**src/rtl/i2cm_pkg.sv**
```systemverilog
package i2cm_pkg;
    typedef enum logic [3:0] {
        ST_IDLE  = 4'd0,
        ST_HOLD  = 4'd1,
        ST_STA_A = 4'd2,
        ST_STA_B = 4'd3,
        ST_STA_C = 4'd4,
        ST_LO    = 4'd5,
        ST_HI    = 4'd6,
        ST_STO_A = 4'd7,
        ST_STO_B = 4'd8,
        ST_STO_C = 4'd9
    } i2cm_state_e;
endpackage

```
**src/rtl/i2cm_phase_timer.sv**
```systemverilog
module i2cm_phase_timer #(
    parameter int PHASE_CLKS = 16
) (
    input  logic clk,
    input  logic rst_n,
    input  logic run,
    output logic tick
);
    localparam int CW = (PHASE_CLKS > 2) ? $clog2(PHASE_CLKS) : 1;
    localparam logic [CW-1:0] LAST = CW'(PHASE_CLKS - 1);

    logic [CW-1:0] cnt_d, cnt_q;

    always_comb begin
        cnt_d = cnt_q;
        if (!run || cnt_q == LAST) cnt_d = '0;
        else                       cnt_d = cnt_q + 1'b1;
    end

    always_ff @(posedge clk or negedge rst_n) begin
        if (!rst_n) cnt_q <= '0;
        else        cnt_q <= cnt_d;
    end

    assign tick = run && (cnt_q == LAST);

    initial begin
        if (PHASE_CLKS < 2) $error("PHASE_CLKS must be at least 2");
    end
endmodule

```
**src/rtl/i2cm_sticky_flag.sv**
```systemverilog
module i2cm_sticky_flag (
    input  logic clk,
    input  logic rst_n,
    input  logic set,
    input  logic clr,
    output logic flag
);
    logic flag_d, flag_q;

    always_comb begin
        flag_d = flag_q;
        if (clr) flag_d = 1'b0;
        if (set) flag_d = 1'b1;
    end

    always_ff @(posedge clk or negedge rst_n) begin
        if (!rst_n) flag_q <= 1'b0;
        else        flag_q <= flag_d;
    end

    assign flag = flag_q;

    p_flag_sticky_r11: assert property (@(posedge clk) disable iff (!rst_n)
        (flag_q && !clr) |=> flag_q);
    p_flag_clear_r11: assert property (@(posedge clk) disable iff (!rst_n)
        (clr && !set) |=> !flag_q);
endmodule

```
**src/rtl/i2c_byte_master.sv**
```systemverilog
module i2c_byte_master
    import i2cm_pkg::*;
#(
    parameter int PHASE_CLKS = 16,
    parameter int BYTE_W     = 8
) (
    input  logic              clk,
    input  logic              rst_n,
    input  logic              go,
    input  logic              cmd_start,
    input  logic              cmd_stop,
    input  logic              cmd_read,
    input  logic              ack_nak_sel,
    input  logic [BYTE_W-1:0] tx_data,
    input  logic              irq_en,
    input  logic              clr_bus_err,
    input  logic              clr_arb_lost,
    input  logic              sda_in,
    output logic              scl_drive_low,
    output logic              sda_drive_low,
    output logic              busy,
    output logic              byte_done,
    output logic [BYTE_W-1:0] rx_data,
    output logic              bus_err,
    output logic              arb_lost,
    output logic              slave_rx,
    output logic              irq
);
    localparam int IDX_W = $clog2(BYTE_W + 1);
    localparam logic [IDX_W-1:0] FIRST_IDX = IDX_W'(BYTE_W);

    typedef struct packed {
        i2cm_state_e       st;
        logic [IDX_W-1:0]  idx;     // BYTE_W..1 data bits, 0 acknowledge slot
        logic [BYTE_W-1:0] sh;
        logic [BYTE_W-1:0] rx;
        logic              rd;
        logic              stp;
        logic              an;
        logic              lost;
        logic              samp;
        logic              scl_lo;
        logic              sda_lo;
        logic              done;
        logic              srx;
    } regs_t;

    regs_t r_d, r_q;
    logic  tick, run, be_set, al_set;

    assign run = !(r_q.st == ST_IDLE || r_q.st == ST_HOLD);

    i2cm_phase_timer #(.PHASE_CLKS(PHASE_CLKS)) timer_i (
        .clk(clk), .rst_n(rst_n), .run(run), .tick(tick)
    );

    always_comb begin
        r_d      = r_q;
        r_d.done = 1'b0;
        be_set   = 1'b0;
        al_set   = 1'b0;
        case (r_q.st)
            ST_IDLE, ST_HOLD: begin
                if (go) begin
                    r_d.sh   = tx_data;
                    r_d.rd   = cmd_read;
                    r_d.stp  = cmd_stop;
                    r_d.an   = ack_nak_sel;
                    r_d.idx  = FIRST_IDX;
                    r_d.lost = 1'b0;
                    r_d.srx  = 1'b0;
                    r_d.st   = (cmd_start || r_q.st == ST_IDLE) ? ST_STA_A : ST_LO;
                end
            end
            ST_STA_A: if (tick) r_d.st = ST_STA_B;
            ST_STA_B: if (tick) r_d.st = ST_STA_C;
            ST_STA_C: if (tick) r_d.st = ST_LO;
            ST_LO: begin
                if (tick) begin
                    r_d.st   = ST_HI;
                    r_d.samp = sda_in;
                    if (!r_q.rd && r_q.idx != '0 && r_q.sh[BYTE_W-1] && !sda_in && !r_q.lost) begin
                        r_d.lost = 1'b1;
                        al_set   = 1'b1;
                    end
                end
            end
            ST_HI: begin
                if (tick) begin
                    if (r_q.idx != '0) begin
                        r_d.idx = r_q.idx - 1'b1;
                        r_d.sh  = {r_q.sh[BYTE_W-2:0], r_q.samp};
                        r_d.st  = ST_LO;
                    end else if (r_q.lost) begin
                        r_d.st   = ST_IDLE;
                        r_d.srx  = 1'b1;
                        r_d.lost = 1'b0;
                    end else begin
                        r_d.done = 1'b1;
                        r_d.rx   = r_q.sh;
                        if (!r_q.rd && r_q.samp) begin
                            be_set  = 1'b1;
                            r_d.st  = ST_STO_A;
                        end else begin
                            r_d.st  = r_q.stp ? ST_STO_A : ST_HOLD;
                        end
                    end
                end
            end
            ST_STO_A: if (tick) r_d.st = ST_STO_B;
            ST_STO_B: if (tick) r_d.st = ST_STO_C;
            ST_STO_C: if (tick) r_d.st = ST_IDLE;
            default:  r_d.st = ST_IDLE;
        endcase

        // SCL follows the next state; SDA follows the present one, one clock later
        case (r_d.st)
            ST_HOLD, ST_STA_A, ST_STO_A: r_d.scl_lo = 1'b1;
            ST_LO:                       r_d.scl_lo = !r_d.lost;
            default:                     r_d.scl_lo = 1'b0;
        endcase
        case (r_q.st)
            ST_STA_C, ST_STO_A, ST_STO_B: r_d.sda_lo = 1'b1;
            ST_LO, ST_HI: begin
                if (r_q.lost)            r_d.sda_lo = 1'b0;
                else if (r_q.idx == '0)  r_d.sda_lo = r_q.rd && !r_q.an;
                else                     r_d.sda_lo = !r_q.rd && !r_q.sh[BYTE_W-1];
            end
            default:                      r_d.sda_lo = 1'b0;
        endcase
    end

    always_ff @(posedge clk or negedge rst_n) begin
        if (!rst_n) r_q <= '0;
        else        r_q <= r_d;
    end

    i2cm_sticky_flag berr_i (
        .clk(clk), .rst_n(rst_n), .set(be_set), .clr(clr_bus_err), .flag(bus_err)
    );
    i2cm_sticky_flag alost_i (
        .clk(clk), .rst_n(rst_n), .set(al_set), .clr(clr_arb_lost), .flag(arb_lost)
    );

    assign scl_drive_low = r_q.scl_lo;
    assign sda_drive_low = r_q.sda_lo;
    assign busy          = run;
    assign byte_done     = r_q.done;
    assign rx_data       = r_q.rx;
    assign slave_rx      = r_q.srx;
    assign irq           = irq_en && (bus_err || arb_lost);

    // SDA may move under a released SCL only as START or STOP
    p_sda_quiet_scl_high_r2: assert property (@(posedge clk) disable iff (!rst_n)
        (!r_q.scl_lo && !$past(r_q.scl_lo) && (r_q.sda_lo != $past(r_q.sda_lo)))
        |-> (r_q.st == ST_STA_C || r_q.st == ST_STO_C));
    p_ack_released_tx_r4: assert property (@(posedge clk) disable iff (!rst_n)
        (r_q.st == ST_HI && r_q.idx == '0 && !r_q.rd && !r_q.lost) |-> !sda_drive_low);
    p_lost_lines_off_r9: assert property (@(posedge clk) disable iff (!rst_n)
        r_q.lost |-> (!scl_drive_low && !sda_drive_low));
    p_lost_no_done_r9: assert property (@(posedge clk) disable iff (!rst_n)
        $rose(arb_lost) |-> !byte_done);
    p_nak_rx_no_err_r7: assert property (@(posedge clk) disable iff (!rst_n)
        (byte_done && r_q.rd) |-> !$rose(bus_err));
    p_busy_go_ignored_r12: assert property (@(posedge clk) disable iff (!rst_n)
        (busy && go) |=> (r_q.rd == $past(r_q.rd) && r_q.stp == $past(r_q.stp)));
endmodule

```
**config.mk**
```make
export PLATFORM = sky130hd
export DESIGN_NAME = i2c_byte_master
export DESIGN_NICKNAME = d
export VERILOG_FILES = /design/src/rtl/i2cm_pkg.sv /design/src/rtl/i2cm_phase_timer.sv /design/src/rtl/i2cm_sticky_flag.sv /design/src/rtl/i2c_byte_master.sv
export SDC_FILE = /design/constraint.sdc
export NUM_CORES = 1
export LEC_CHECK = 0
export CAP_MARGIN = 10
export CORE_UTILIZATION = 35
export CTS_BUF_LIST = sky130_fd_sc_hd__clkbuf_2
export DETAILED_ROUTE_END_ITERATION = 16
export GPL_TIMING_DRIVEN = 0
export PLACE_DENSITY = 0.65
export SLEW_MARGIN = 20
export SYNTH_ARGS = -nofsm -noshare
export SYNTH_HDL_FRONTEND = slang
export SYNTH_SLANG_ARGS = --single-unit
```
**constraint.sdc**
```tcl
create_clock -name clk -period 2.6 [get_ports clk]
set_input_delay 0.52 -clock clk [delete_from_list [all_inputs] [get_ports clk]]
set_output_delay 0.52 -clock clk [all_outputs]
set_load 0.02 [all_outputs]
```
; ---- After elaboration in Yosys (flattened, before gate mapping)
; Cells that the tools add are included.
[classes]
n_addsub = 2
eq_ne = 19
n_mux = 49
n_bitwise = 2
n_reduce_logical = 35
[ops]
columns = operator, n
row1 = 4-bit two-way mux, 10
row2 = 4-bit one-hot mux with 9 select lines, 1
row3 = 4-bit by 3-bit equality test with 1-bit output (second input constant), 6
row4 = 24-bit two-way mux, 1
row5 = 12-bit one-hot mux with 2 select lines, 1
row6 = 1-bit two-way mux, 22
row7 = 16-bit two-way mux, 1
row8 = 8-bit two-way mux, 2
row9 = 4-bit by 2-bit equality test with 1-bit output (second input constant), 3
row10 = 4-bit equality test (second input constant), 3
row11 = 12-bit two-way mux, 1
row12 = 2-bit inequality test (second input constant), 5
row13 = 1-bit logical AND, 9
row14 = 3-bit two-way mux, 3
row15 = 4-bit by 1-bit equality test with 1-bit output (second input constant), 2
row16 = 4-bit zero test, 2
row17 = 4-bit AND reduction, 2
row18 = 1-bit zero test, 7
row19 = 2-bit two-way mux, 3
row20 = 1-bit one-hot mux with 2 select lines, 3
row21 = 2-bit nonzero test, 3
row22 = 3-bit OR reduction, 2
row23 = 5-bit AND reduction, 1
row24 = 4-bit by 1-bit adder with 4-bit output (second input constant), 1
row25 = other kinds (7), 13
[totals]
reg_bits = 39
out_inout_bits = 16
word_cells = 123

; ---- Depth between registers and ports, before layout
; Gate-level depths: netlist (run 1).
[depth]
ltp_word = 10
mapped_depth = 8

; ---- Cells and area by module
; A second synthesis (run 1) with hierarchy kept.
[unflattened]
hier_cells = 214
area_unflattened_um2 = 2100.8
[by_module_without_submodules]
columns = mod, instances, cells_each, area_per_inst_um2
row1 = i2c_byte_master, 1, 193, 1854.3
row2 = i2cm_phase_timer, 1, 15, 173.9
row3 = i2cm_sticky_flag, 2, 3, 36.3

; ---- Least setup slack after synthesis (run 1)
; OpenSTA, ideal clock, no wires.
[synth_timing]
path_kind = reg2reg
startpoint = register r_q[25] in the netlist's numbering
endpoint = register r_q, in the netlist rx_data[0]
arrival_time_ns = 1.767
t_required_ns = 2.472
setup_slack_ns = 0.705
stages_incl_launch_ff = 7
n_path_buf = 0
synth_period_minus_slack_ns = 1.895
path_cell_list = dfrtp_1 -> inv_1 -> ha_1 -> nor3b_2 -> nand4_1 -> nor2_4 -> mux2_1
[synth_between]
elab_chain_cells = 3
[synth_rtl]
columns = item, line_no
row1 = start: declaration, i2c_byte_master.sv:48  ; regs_t r_d, r_q;
row2 = start signal: assignment, i2c_byte_master.sv:135  ; else r_q <= r_d;
row3 = 4-bit nonzero test, i2c_byte_master.sv:90  ; if (r_q.idx != '0) begin
row4 = 1-bit NOT (no source line), --
row5 = 4-bit AND reduction (no source line), --
; Every way passes these cells.
; A chain may end at the register's enable or synchronous reset.

; ---- Worst setup path after layout (run 1)
[layout_timing]
startpoint = register r_q[30] in the netlist's numbering
endpoint = output busy
[layout_between]
elab_chain_cells = 3
word_cells_on_any_way = 4
cone_classes = 1 x eq/ne / 3 x reduce/logical
[layout_rtl]
columns = item, line_no
row1 = 4-bit by 1-bit equality test with 1-bit output or 4-bit zero test (tied branches), i2c_byte_master.sv:51  ; assign run = !(r_q.st == ST_IDLE || r_q.st == ST_HOLD);
row2 = 1-bit logical OR *, i2c_byte_master.sv:51
row3 = 1-bit zero test *, i2c_byte_master.sv:51
row4 = end: declaration, i2c_byte_master.sv:21  ; output logic busy,
; Mark *: on every way between the ends. The rest lies on a longest branch, timed or not.

==> results of run 1 <==
[worst register-to-register path, stage by stage (launching register included)]
cell and delay, ns:
sky130_fd_sc_hd__dfrtp_1 0.45, sky130_fd_sc_hd__inv_1 0.09, sky130_fd_sc_hd__ha_1 0.15, sky130_fd_sc_hd__nor3b_2 0.47, sky130_fd_sc_hd__nand4_1 0.32, sky130_fd_sc_hd__nor2_4 0.32
sky130_fd_sc_hd__mux2_1 0.36
[metal layers]
metal | track usage [%] | up-vias | part of all wire (%)
met3 | 3.41 | 5 | 4.8
met4 | 6.30 | 0 | 1.6
met2 | 24.8 | 43 | 46
met1 | 20.1 | 783 | 48
li1 | - | 798 | -
met5 | 0 | - | 0
[how the worst max path moves through the flow]
stage	to	slack, ns	cells past startpoint
final	busy	0.15	3
after global routing	busy	0.03	3
after CTS	busy	0.12	3
after detailed placement	scl_drive_low	0.25	6
after global placement	timer_i.cnt_q[3]	0.08	1
after floorplan	rx_data[0]	0.71	6
[per-stage QoR]
step	instance area [um2]	setup slack, ns	hold WS (ns)
after global routing	2550	0.0290	0.507
after CTS	2550	0.122	0.479
final	2550	0.154	0.473
after detailed placement	2460	0.253	0.439
after global placement	2450	0.0821	0.450
after floorplan	2020	0.705	0.224
[cells by family (layout without fill, tap and decap cells)]
logic type / count (synthesis) / in the layout
xor+xnor: 4 / 4
fa+ha+maj: 3 / 3
buf+inv: 29 / 73
compound gates: 52 / 52
flops: 39 / 39
mux: 10 / 10
simple gates: 64 / 64
[sequential cells by signal (all words and copies together), names as in the netlist]
| name | flops |
|---|---|
| r_q | 21 |
| rx_data | 8 |
| timer_i.cnt_q | 4 |
| alost_i.flag | 1 |
| berr_i.flag | 1 |
| byte_done | 1 |
| scl_drive_low | 1 |
| sda_drive_low | 1 |
| slave_rx | 1 |
[power by group through the flow]
stage | Combinational, mW | Clock (mW) | Sequential, mW
6_report | 0.117 | 0.371 | 0.633
4_1_cts | 0.119 | 0.387 | 0.633
3_3_place_gp | 0.112 | 0 | 0.643
5_1_grt | 0.130 | 0.411 | 0.635
3_5_place_dp | 0.116 | 0 | 0.643
2_1_floorplan | 0.0518 | 0 | 0.642
[cells in the mapped netlist (3+ instances only)]
cell type	count	area [um2]
sky130_fd_sc_hd__buf_4	8	60.1
sky130_fd_sc_hd__nor2_1	10	37.5
sky130_fd_sc_hd__xnor2_1	3	26.3
sky130_fd_sc_hd__clkbuf_1	4	15.0
sky130_fd_sc_hd__nand2b_1	3	18.8
sky130_fd_sc_hd__mux2_1	8	90.1
sky130_fd_sc_hd__dfrtp_1	39	976
sky130_fd_sc_hd__nor3_1	5	25.0
sky130_fd_sc_hd__o31ai_1	5	37.5
sky130_fd_sc_hd__ha_1	3	37.5
sky130_fd_sc_hd__a21oi_1	8	40.0
sky130_fd_sc_hd__inv_1	8	30.0
sky130_fd_sc_hd__buf_2	7	35.0
sky130_fd_sc_hd__a22oi_1	9	67.6
sky130_fd_sc_hd__nand3_1	7	35.0
sky130_fd_sc_hd__o21ai_1	10	50.1
sky130_fd_sc_hd__o21ai_0	5	25.0
sky130_fd_sc_hd__nand2_1	22	82.6
[final cells by class]
cell class              instances  share of cell area (%)
repair buffers                 36                    14.3
plain buffers                  19                    4.32
inverters                      10                    1.47
multi-input cells             133                    35.3
flip-flops and latches         39                    38.3
clock inverters                 3                    1.72
well taps                      72                    3.54
clock buffers                   5                   0.983
[timing repair]
item / 4_1_cts / 5_1_grt
hold buffers: 1 / 0
endpoints found under the hold margin: 13 / 0
gates resized for setup: 1 / 0
endpoints found under the setup margin: 1 / 0
==> impl_summary.txt, run 1 <==
----------------------------------------------------
[Run status]
  Outcome ... finished clean

[Finish]
  Area of the multi-input gates ... 898 um2
  Final-layout fill cell count ... 526
  Area growth from synthesis to final layout ... 26.2%
  Share of cells above drive strength 1 ... 14.7%
  Commonest cells after routing, fill and taps aside ... 39 x sky130_fd_sc_hd__dfrtp_1, 33 x sky130_fd_sc_hd__clkdlybuf4s50_1, 22 x sky130_fd_sc_hd__nand2_1
  Combined flip-flop and latch cell area ... 976 um2
  Utilization after layout ... 46.0%
  Count of nets after finishing ... 266
  Most common cell after layout, fill and taps aside ... sky130_fd_sc_hd__dfrtp_1
  Count of non-filler cells in the finished layout ... 317
  Number of antenna repair diodes ... 0

[Pwr]
  Cell Int Power ... 840 uW
  Combinational power share ... 10.4%
  Sequential share of power ... a little under three fifths
  Clk network pwr share ... 33.1%
  Net Sw Frac ... 25.1%
  NetSw ... 281 uW
  Max VDD drop ... approximately 230 uV
  Overall Power ... 1.12 mW
  Leakage power ... 1.12 nW
  Pwr per Cell Area ... 440 nW/um2

[GRT]
  Antenna violations before repair ... 0
  Remaining global-route overflow ... 0
  Global-route total usage across every layer ... 15.4%
  Wire length of the first global-routing pass ... 7260 um
  Largest net degree at the start of global routing ... 27
  Vias in the first global route ... between 1500 and 2000

[STA]
  Worst-Margin Slew ... 0.538 ns
  Minimum period implied by the final worst setup slack ... 2.45 ns
  Portion of the clock cycle consumed by the worst path in the final layout ... 94.1%
  Max-slew headroom ... 64.0%
  Aggregate negative setup slack ... 0 ns
  Max-slew violations ... 0
  Max Clock Skew ... between 0.03 and 0.04 ns
  Fin. Hold Viols ... 0
  Unrepaired setup endpoints after global routing ... no
  Final setup violation count ... 0
  Highest clock rate ... 409 MHz

[Yosys]
  Count of flip-flops with a built-in enable after synthesis ... 0
  Top_reg_cell synth ... sky130_fd_sc_hd__dfrtp_1
  Share of synthesized flip-flops with an asynchronous set or reset ... 100%
  Number of warning messages in the yosys log ... 0
  Share of the synthesized netlist area taken by xor and xnor gates ... 1.74%
  Mean instance size in the synthesized netlist ... 10.0 um2
  Synthesized netlist cell count ... 201
  Arithmetic-cell share of the synthesized area counting full adders, half adders and majority gates ... under 10%
  Synthesized-area fraction occupied by and/or/nand/nor cells ... 17.4%
  Dominant combinational cell family by area after synthesis ... compound AO/OA/AOI/OAI gates
  Count of different cell masters after synthesis ... 49
  Share of cell area taken by muxes after synthesis ... 5.52%
  Flop and latch count out of synthesis ... 39
  Share of synthesized area occupied by flip-flops and latches ... 48.4%
  Post-Synthesis Cell Area ... 2020 um2
  Compound-cell area share of the yosys netlist ... 17.7%
  Synthesized Nets ... approximately 220

[Clock network]
  Depth of the CTS H-tree ... 2
  Clock sink count ... 39
  Clock transition at the register clock pins on the worst setup and hold paths after CTS ... 0.20 ns
  Setup Buffers After CTS ... 0
  Maximum clock insertion buffer count ... 2
  TritonCTS clock tree ... yes
  Number of buffers created by CTS ... 5
  Later-pin clock latency in the skew report ... 0.41 ns
  Library cell used as clock root buffer ... sky130_fd_sc_hd__clkbuf_2

[Detailed routing]
  # DRC ... 0
  Wire per inst ... around 13 um
  Via Count ... 1629
  Average via count per standard cell ... 5.14
  Post-route antenna net violation count ... 0
  Starting DRC count in detailed routing ... 104
  Routed wire length ... 4260 um
  Detailed-routing iteration count for the pre-antenna-repair pass ... 4

[Floorplanning]
  Number of rows created at floorplan ... 27
  Std-Cell Core Area ... 5540 um2
  Height of the die ... 77.9 um
  Overall die width ... 77.9 um
  Starting density of the core ... 36.4%
  Area of the die ... ~6100 um2
  Number of primary I/O pins ... 35

[Setup path]
  Worst endpoint required time ... 2.08 ns
  CP max-delay cell ... sky130_fd_sc_hd__clkdlybuf4s50_1
  Reg2Reg Capture Point ... rx_data[2]
  Endpoint class of the critical path ... output port
  Beginning of the worst register-to-register path ... r_q[25]
  Highest net fanout along the worst path ... 7
  Slowest stage delay, CP ... 0.56 ns
  Worst setup path start ... r_q[30]
  R2r setup slk ... between 0.3 and 0.4 ns
  Crit start category ... flip-flop
  Crit-path leading delay family ... buffers and inverters
  Data arrival time of the critical path ... approximately 1.9 ns
  Class of the most critical setup path ... reg2out
  Buffers and inverters on the worst path ... 2
  Sequence of cells on the critical path ... nor3_2 > inv_2 > clkdlybuf4s50_1
  Worst Reg2Reg Path Length in Cells ... 6

[Placement]
  Placed wire-length estimate after detailed placement ... 3100 um
  Total placed cells including tap cells ... 308
  Count of buffers inserted at the top-level ports ... 34
  Final weighted congestion in routability-driven placement ... between 0.8 and 0.9

[Worst hold path]
  Count of cells along the worst hold path ... 1
  Class of the worst hold path ... reg2reg
  Hold EP ... timer_i.cnt_q[0]
  Startpoint of the tightest hold check path ... timer_i.cnt_q[0]

[Run]
  Max-capacitance violation count ... 0

----------------------------------------------------
(Power assumes the default switching activity.)
==> inputs of run 2 (changes only) <==
--- a/config.mk
+++ b/config.mk
@@ -11,6 +11,7 @@
 export DETAILED_ROUTE_END_ITERATION = 16
 export GPL_TIMING_DRIVEN = 0
 export PLACE_DENSITY = 0.65
+export RECOVER_POWER = 50
 export SLEW_MARGIN = 20
 export SYNTH_ARGS = -nofsm -noshare
 export SYNTH_HDL_FRONTEND = slang
==> run 2 against run 1 <==
Against the previous run:
- clock power hardly changed
- hold slack is essentially flat
- sequential cell count unchanged
- first-iteration DRC count is the same
- register-to-register slack about the same
- critical path type unchanged
- highest routed layer unchanged
==> impl_summary.txt, run 2 (same netlist as run 1, synthesis figures left out) <==
----------------------------------------------------
[Clock network]
  Depth of the CTS H-tree ... 2
  Setup Buffers After CTS ... 0
  Maximum clock insertion buffer count ... 2
  Number of buffers created by CTS ... 5
  Later-pin clock latency in the skew report ... 0.41 ns
  Clock sink count ... 39
  TritonCTS clock tree ... yes
  Clock transition at the register clock pins on the worst setup and hold paths after CTS ... about 0.20 ns
  Library cell used as clock root buffer ... sky130_fd_sc_hd__clkbuf_2

[Pwr]
  Leakage power ... 1.11 nW
  Max VDD drop ... 233 uV
  Overall Power ... 1.12 mW
  Pwr per Cell Area ... 441 nW/um2

[Finish]
  Combined flip-flop and latch cell area ... 976 um2
  Most common cell after layout, fill and taps aside ... sky130_fd_sc_hd__dfrtp_1
  Reg with most FFs ... r_q
  Commonest cells after routing, fill and taps aside ... 39 x sky130_fd_sc_hd__dfrtp_1, 33 x sky130_fd_sc_hd__clkdlybuf4s50_1, 22 x sky130_fd_sc_hd__nand2_1
  Total non-filler cell area in the finished layout ... 2540 um2
  Area growth from synthesis to final layout ... 26.1%
  Flip-flop count of the largest register, all copies and words added ... 21
  Share of cells above drive strength 1 ... 13.9%
  Number of antenna repair diodes ... 0
  Area of the multi-input gates ... 898 um2
  Count of nets after finishing ... 266
  Final-layout fill cell count ... approximately 530

[Detailed routing]
  Average via count per standard cell ... 5.20
  Wire per inst ... 13.5 um
  Post-route antenna net violation count ... 0
  Starting DRC count in detailed routing ... 104
  Detailed-routing iteration count for the pre-antenna-repair pass ... 4
  Via Count ... about 1600
  Routed wire length ... 4280 um
  # DRC ... 0

[Setup path]
  Data arrival time of the critical path ... approximately 1.9 ns
  Worst Reg2Reg Path Length in Cells ... 6
  Worst endpoint required time ... 2.08 ns
  CP max-delay cell ... sky130_fd_sc_hd__clkdlybuf4s50_1
  Class of the most critical setup path ... reg2out
  Crit start category ... flip-flop
  Highest net fanout along the worst path ... 7
  Sequence of cells on the critical path ... nor3_2 > inv_2 > clkdlybuf4s50_1
  Instance count on the critical path ... 3
  Slowest stage delay, CP ... 0.56 ns
  Buffers and inverters on the worst path ... 2
  Crit-path leading delay family ... buffers and inverters
  Endpoint class of the critical path ... output port

[GRT]
  Most Crowded Layer GR ... met2
  Met3 Usage GRT ... under 10%
  GR met2 Demand/Resource ... 24.8%
  Antenna violations before repair ... 0
  Global-route total usage across every layer ... 15.4%
  Vias in the first global route ... approximately 1600
  Wire length of the first global-routing pass ... 7260 um
  Largest net degree at the start of global routing ... 27
  M1 GR Usage ... between 20% and 30%
  Remaining global-route overflow ... 0

[STA]
  WHS ... 0.473 ns
  Highest clock rate ... roughly 410 MHz
  Unrepaired setup endpoints after global routing ... no
  Max-slew violations ... 0
  Worst-Margin Slew ... between 0.7 and 0.8 ns
  Fin. Hold Viols ... 0
  Final setup violation count ... 0
  Portion of the clock cycle consumed by the worst path in the final layout ... between 90% and 100%
  Aggregate negative setup slack ... 0 ns
  Max-slew headroom ... between 40% and 50%
  Max Clock Skew ... 0.0374 ns
  Minimum period implied by the final worst setup slack ... 2.45 ns

[Floorplanning]
  Overall die width ... 77.9 um
  Number of primary I/O pins ... 35
  Starting density of the core ... between 30% and 40%
  Area of the die ... between 6000 and 7000 um2
  Height of the die ... about 80 um
  Std-Cell Core Area ... around 5500 um2
  Number of rows created at floorplan ... 27

[Run status]
  Outcome ... finished clean

[Run]
  Max-capacitance violation count ... 0

[Placement]
  Count of buffers inserted at the top-level ports ... 34
  Instance area at placement ... 2460 um2
  Placed wire-length estimate after detailed placement ... 3100 um
  Final weighted congestion in routability-driven placement ... 0.836

[Worst hold path]
  Count of cells along the worst hold path ... 1
  Class of the worst hold path ... reg2reg

----------------------------------------------------
run 2: changes by cell type in the layout (fill, tap and decap cells not counted), sizes merged:
cell,change
buf,-2
clkbuf,+2
run 2: worst reg2reg max path, delay by kind of cell (launching register included):
kind / cells / cell delay (ns)
flops: 1 / 0.45
fa+ha+maj: 1 / 0.15
simple gates: 3 / 1.10
buf+inv: 1 / 0.09
mux: 1 / 0.36
run 2: repair_timing:
action                     4_1_cts  5_1_grt
setup endpoints to repair        1        0
hold buffers                     1        0
gates resized for setup          1        0
hold endpoints to repair        13        0
run 2: final timing paths:
| path | from | to | slack [ns] |
|---|---|---|---|
| max in group asynchronous | rst_n | r_q[7] | 1.28 |
| max reg2reg | r_q[25] | rx_data[2] | 0.35 |
| min reg2reg | timer_i.cnt_q[0] | timer_i.cnt_q[0] | 0.47 |
| min | timer_i.cnt_q[0] | timer_i.cnt_q[0] | 0.47 |
| min in group asynchronous | rst_n | rx_data[5] | 0.67 |
| max | r_q[30] | busy | 0.15 |
run 2: cell type report:
class                   count  area share (%)
repair buffers             36            14.3
plain buffers              19            4.28
clock buffers               5           0.984
well taps                  72            3.54
clock inverters             3            1.72
multi-input cells         133            35.3
inverters                  10            1.48
flip-flops and latches     39            38.4
run 2: report_power, final:
part	internal [mW]	switching (mW)
logic	0.0559	0.0605
clock network	0.163	0.209
registers	0.620	0.0125
total	0.839	0.282
run 2: metrics by stage:
step | std cells | worst slack [ns] | utilization (%)
4_1_cts | 317 | 0.122 | 46.0
6_report | 317 | 0.153 | 45.9
3_5_place_dp | 308 | 0.253 | 44.4
3_3_place_gp | 307 | 0.0821 | 44.2
5_1_grt | 317 | 0.0268 | 45.9
2_1_floorplan | 201 | 0.705 | -
run 2: metal layers:
layer | share of wire (%) | vias up
met1 | 48 | 795
li1 | - | 799
met3 | 4.8 | 7
met2 | 45 | 48
met5 | 0 | -
met4 | 1.7 | 0
==> inputs of run 3 (changes only) <==
--- a/config.mk
+++ b/config.mk
@@ -6,6 +6,7 @@
 export NUM_CORES = 1
 export LEC_CHECK = 0
 export CAP_MARGIN = 10
+export CORE_MARGIN = 5
 export CORE_UTILIZATION = 35
 export CTS_BUF_LIST = sky130_fd_sc_hd__clkbuf_2
 export DETAILED_ROUTE_END_ITERATION = 16
==> run 3 against run 2 <==
Against the previous run:
- critical path depth stayed put
- setup slack gained 0.0021 ns
- sequential power is essentially flat
- global-route usage is 2.6 points lower
- combinational power is 3% lower
- wire length is 3.5% higher
- non-clock buffer count fell by 1
- count of clock-buffer cells in the layout unchanged
- final area decreased by 1.0%
- fmax about the same
- sequential cell count unchanged
- die area increased by 22%
==> impl_summary.txt, run 3 (same netlist as run 1, synthesis figures left out) <==
----------------------------------------------------
[Run status]
  Outcome ... finished clean

[Pwr]
  Cell Int Power ... between 800 and 900 uW
  Leakage power ... between 1 and 1.5 nW
  Clk network pwr share ... 33.7%
  Combinational power share ... 10.0%
  Sequential share of power ... 56.4%
  Net Sw Frac ... 25.6%
  Max VDD drop ... 186 uV
  Pwr per Cell Area ... 446 nW/um2
  Overall Power ... 1.12 mW
  NetSw ... 287 uW

[Worst hold path]
  Class of the worst hold path ... in2async

[STA]
  Max Clock Skew ... 0.0130 ns
  Max-slew headroom ... 23.4%
  Fin. Hold Viols ... 0
  Worst-Margin Slew ... 1.15 ns
  Portion of the clock cycle consumed by the worst path in the final layout ... 94.0%
  Aggregate negative setup slack ... 0 ns
  Highest clock rate ... 409 MHz
  Final setup violation count ... 0
  Minimum period implied by the final worst setup slack ... between 2 and 2.5 ns
  Unrepaired setup endpoints after global routing ... no
  Max-slew violations ... 0

[Setup path]
  Worst endpoint required time ... 2.08 ns
  Sequence of cells on the critical path ... nor3_2 > inv_2 > clkdlybuf4s50_1
  Crit start category ... flip-flop
  Class of the most critical setup path ... reg2out
  Data arrival time of the critical path ... 1.92 ns
  Slowest stage delay, CP ... approximately 0.56 ns
  Crit-path leading delay family ... buffers and inverters
  CP max-delay cell ... sky130_fd_sc_hd__clkdlybuf4s50_1
  Endpoint class of the critical path ... output port
  Highest net fanout along the worst path ... 7
  Buffers and inverters on the worst path ... 2

[Finish]
  Count of nets after finishing ... 265
  Area growth from synthesis to final layout ... 24.8%
  Commonest cells after routing, fill and taps aside ... 39 x sky130_fd_sc_hd__dfrtp_1, 33 x sky130_fd_sc_hd__clkdlybuf4s50_1, 22 x sky130_fd_sc_hd__nand2_1
  Most common cell after layout, fill and taps aside ... sky130_fd_sc_hd__dfrtp_1
  Share of cells above drive strength 1 ... 13.5%
  Flip-flop count of the largest register, all copies and words added ... 21
  Number of antenna repair diodes ... 0
  Total non-filler cell area in the finished layout ... 2520 um2
  Reg with most FFs ... r_q

[GRT]
  Met3 Usage GRT ... 2.40%
  Vias in the first global route ... about 1600
  M1 GR Usage ... 17.6%
  GR met2 Demand/Resource ... 20.2%
  Global-route total usage across every layer ... 12.8%
  Remaining global-route overflow ... 0
  Largest net degree at the start of global routing ... 23
  Antenna violations before repair ... 0
  Wire length of the first global-routing pass ... 7530 um
  Most Crowded Layer GR ... met2

[Clock network]
  Maximum clock insertion buffer count ... 2
  Clock sink count ... 39
  Clock transition at the register clock pins on the worst setup and hold paths after CTS ... 0.21 ns
  Number of buffers created by CTS ... 5
  Depth of the CTS H-tree ... 2
  Library cell used as clock root buffer ... sky130_fd_sc_hd__clkbuf_2
  Later-pin clock latency in the skew report ... ~0.41 ns
  TritonCTS clock tree ... yes
  Setup Buffers After CTS ... 0

[Floorplanning]
  Number of primary I/O pins ... 35
  Area of the die ... about 7400 um2
  Starting density of the core ... 36.4%
  Overall die width ... 85.9 um
  Height of the die ... 85.9 um
  Std-Cell Core Area ... 5540 um2
  Number of rows created at floorplan ... 27

[Detailed routing]
  Starting DRC count in detailed routing ... 119
  Wire per inst ... 14.0 um
  Detailed-routing iteration count for the pre-antenna-repair pass ... 4
  Via Count ... 1631
  Routed wire length ... between 4000 and 5000 um
  Average via count per standard cell ... 5.16
  # DRC ... 0
  Post-route antenna net violation count ... 0

[Placement]
  Placed wire-length estimate after detailed placement ... approximately 3300 um
  Final weighted congestion in routability-driven placement ... slightly above 0.8
  Instance area at placement ... 2470 um2
  Count of buffers inserted at the top-level ports ... 34

[Run]
  Max-capacitance violation count ... 0

----------------------------------------------------
[run 3: area by class of cell]
class | instances | area (um2)
fillers | 562 | 3020
plain buffers | 19 | 109
well taps | 72 | 90.1
multi-input cells | 133 | 898
flip-flops and latches | 39 | 976
clock inverters | 3 | 43.8
clock buffers | 5 | 25.0
repair buffers | 35 | 338
inverters | 10 | 37.5
[run 3: what timing repair did]
action	in CTS	in global routing
setup endpoints to repair	0	1
hold buffers	0	0
resized for setup	0	1
[run 3: power by group through the flow]
| stage | clock network (mW) | logic, mW | registers, mW |
|---|---|---|---|
| 2_1_floorplan | 0 | 0.0518 | 0.642 |
| 3_3_place_gp | 0 | 0.112 | 0.643 |
| 3_5_place_dp | 0 | 0.118 | 0.644 |
| 4_1_cts | 0.385 | 0.118 | 0.633 |
| 5_1_grt | 0.414 | 0.126 | 0.635 |
| 6_report | 0.378 | 0.112 | 0.633 |
[run 3: per-layer routing]
metal | vias up | routed length, um
met5 | - | 0
met4 | 0 | 54
met3 | 6 | 220
met2 | 45 | 2070
met1 | 778 | 2080
li1 | 802 | -
[run 3: stage by stage]
step,instances,util [%],setup slack [ns],hold WS (ns)
2_1_floorplan,201,-,0.705,0.224
3_3_place_gp,307,44.2,0.0436,0.449
3_5_place_dp,308,44.6,0.261,0.449
4_1_cts,316,45.8,0.00265,0.00874
5_1_grt,316,45.4,0.0651,0.247
6_report,316,45.4,0.155,0.180
[run 3: path summary, 6_finish.rpt]
path                             startpoint          endpoint  slack (ns)  cells past startpoint
max                                 r_q[30]              busy        0.16                      3
min                                   rst_n            r_q[6]        0.18                      1
max reg2reg                         r_q[25]        rx_data[7]        0.35                      6
min reg2reg                timer_i.cnt_q[0]  timer_i.cnt_q[0]        0.47                      1
max in group asynchronous             rst_n       berr_i.flag        0.89                      2
min in group clk           timer_i.cnt_q[0]  timer_i.cnt_q[0]        0.47                      1
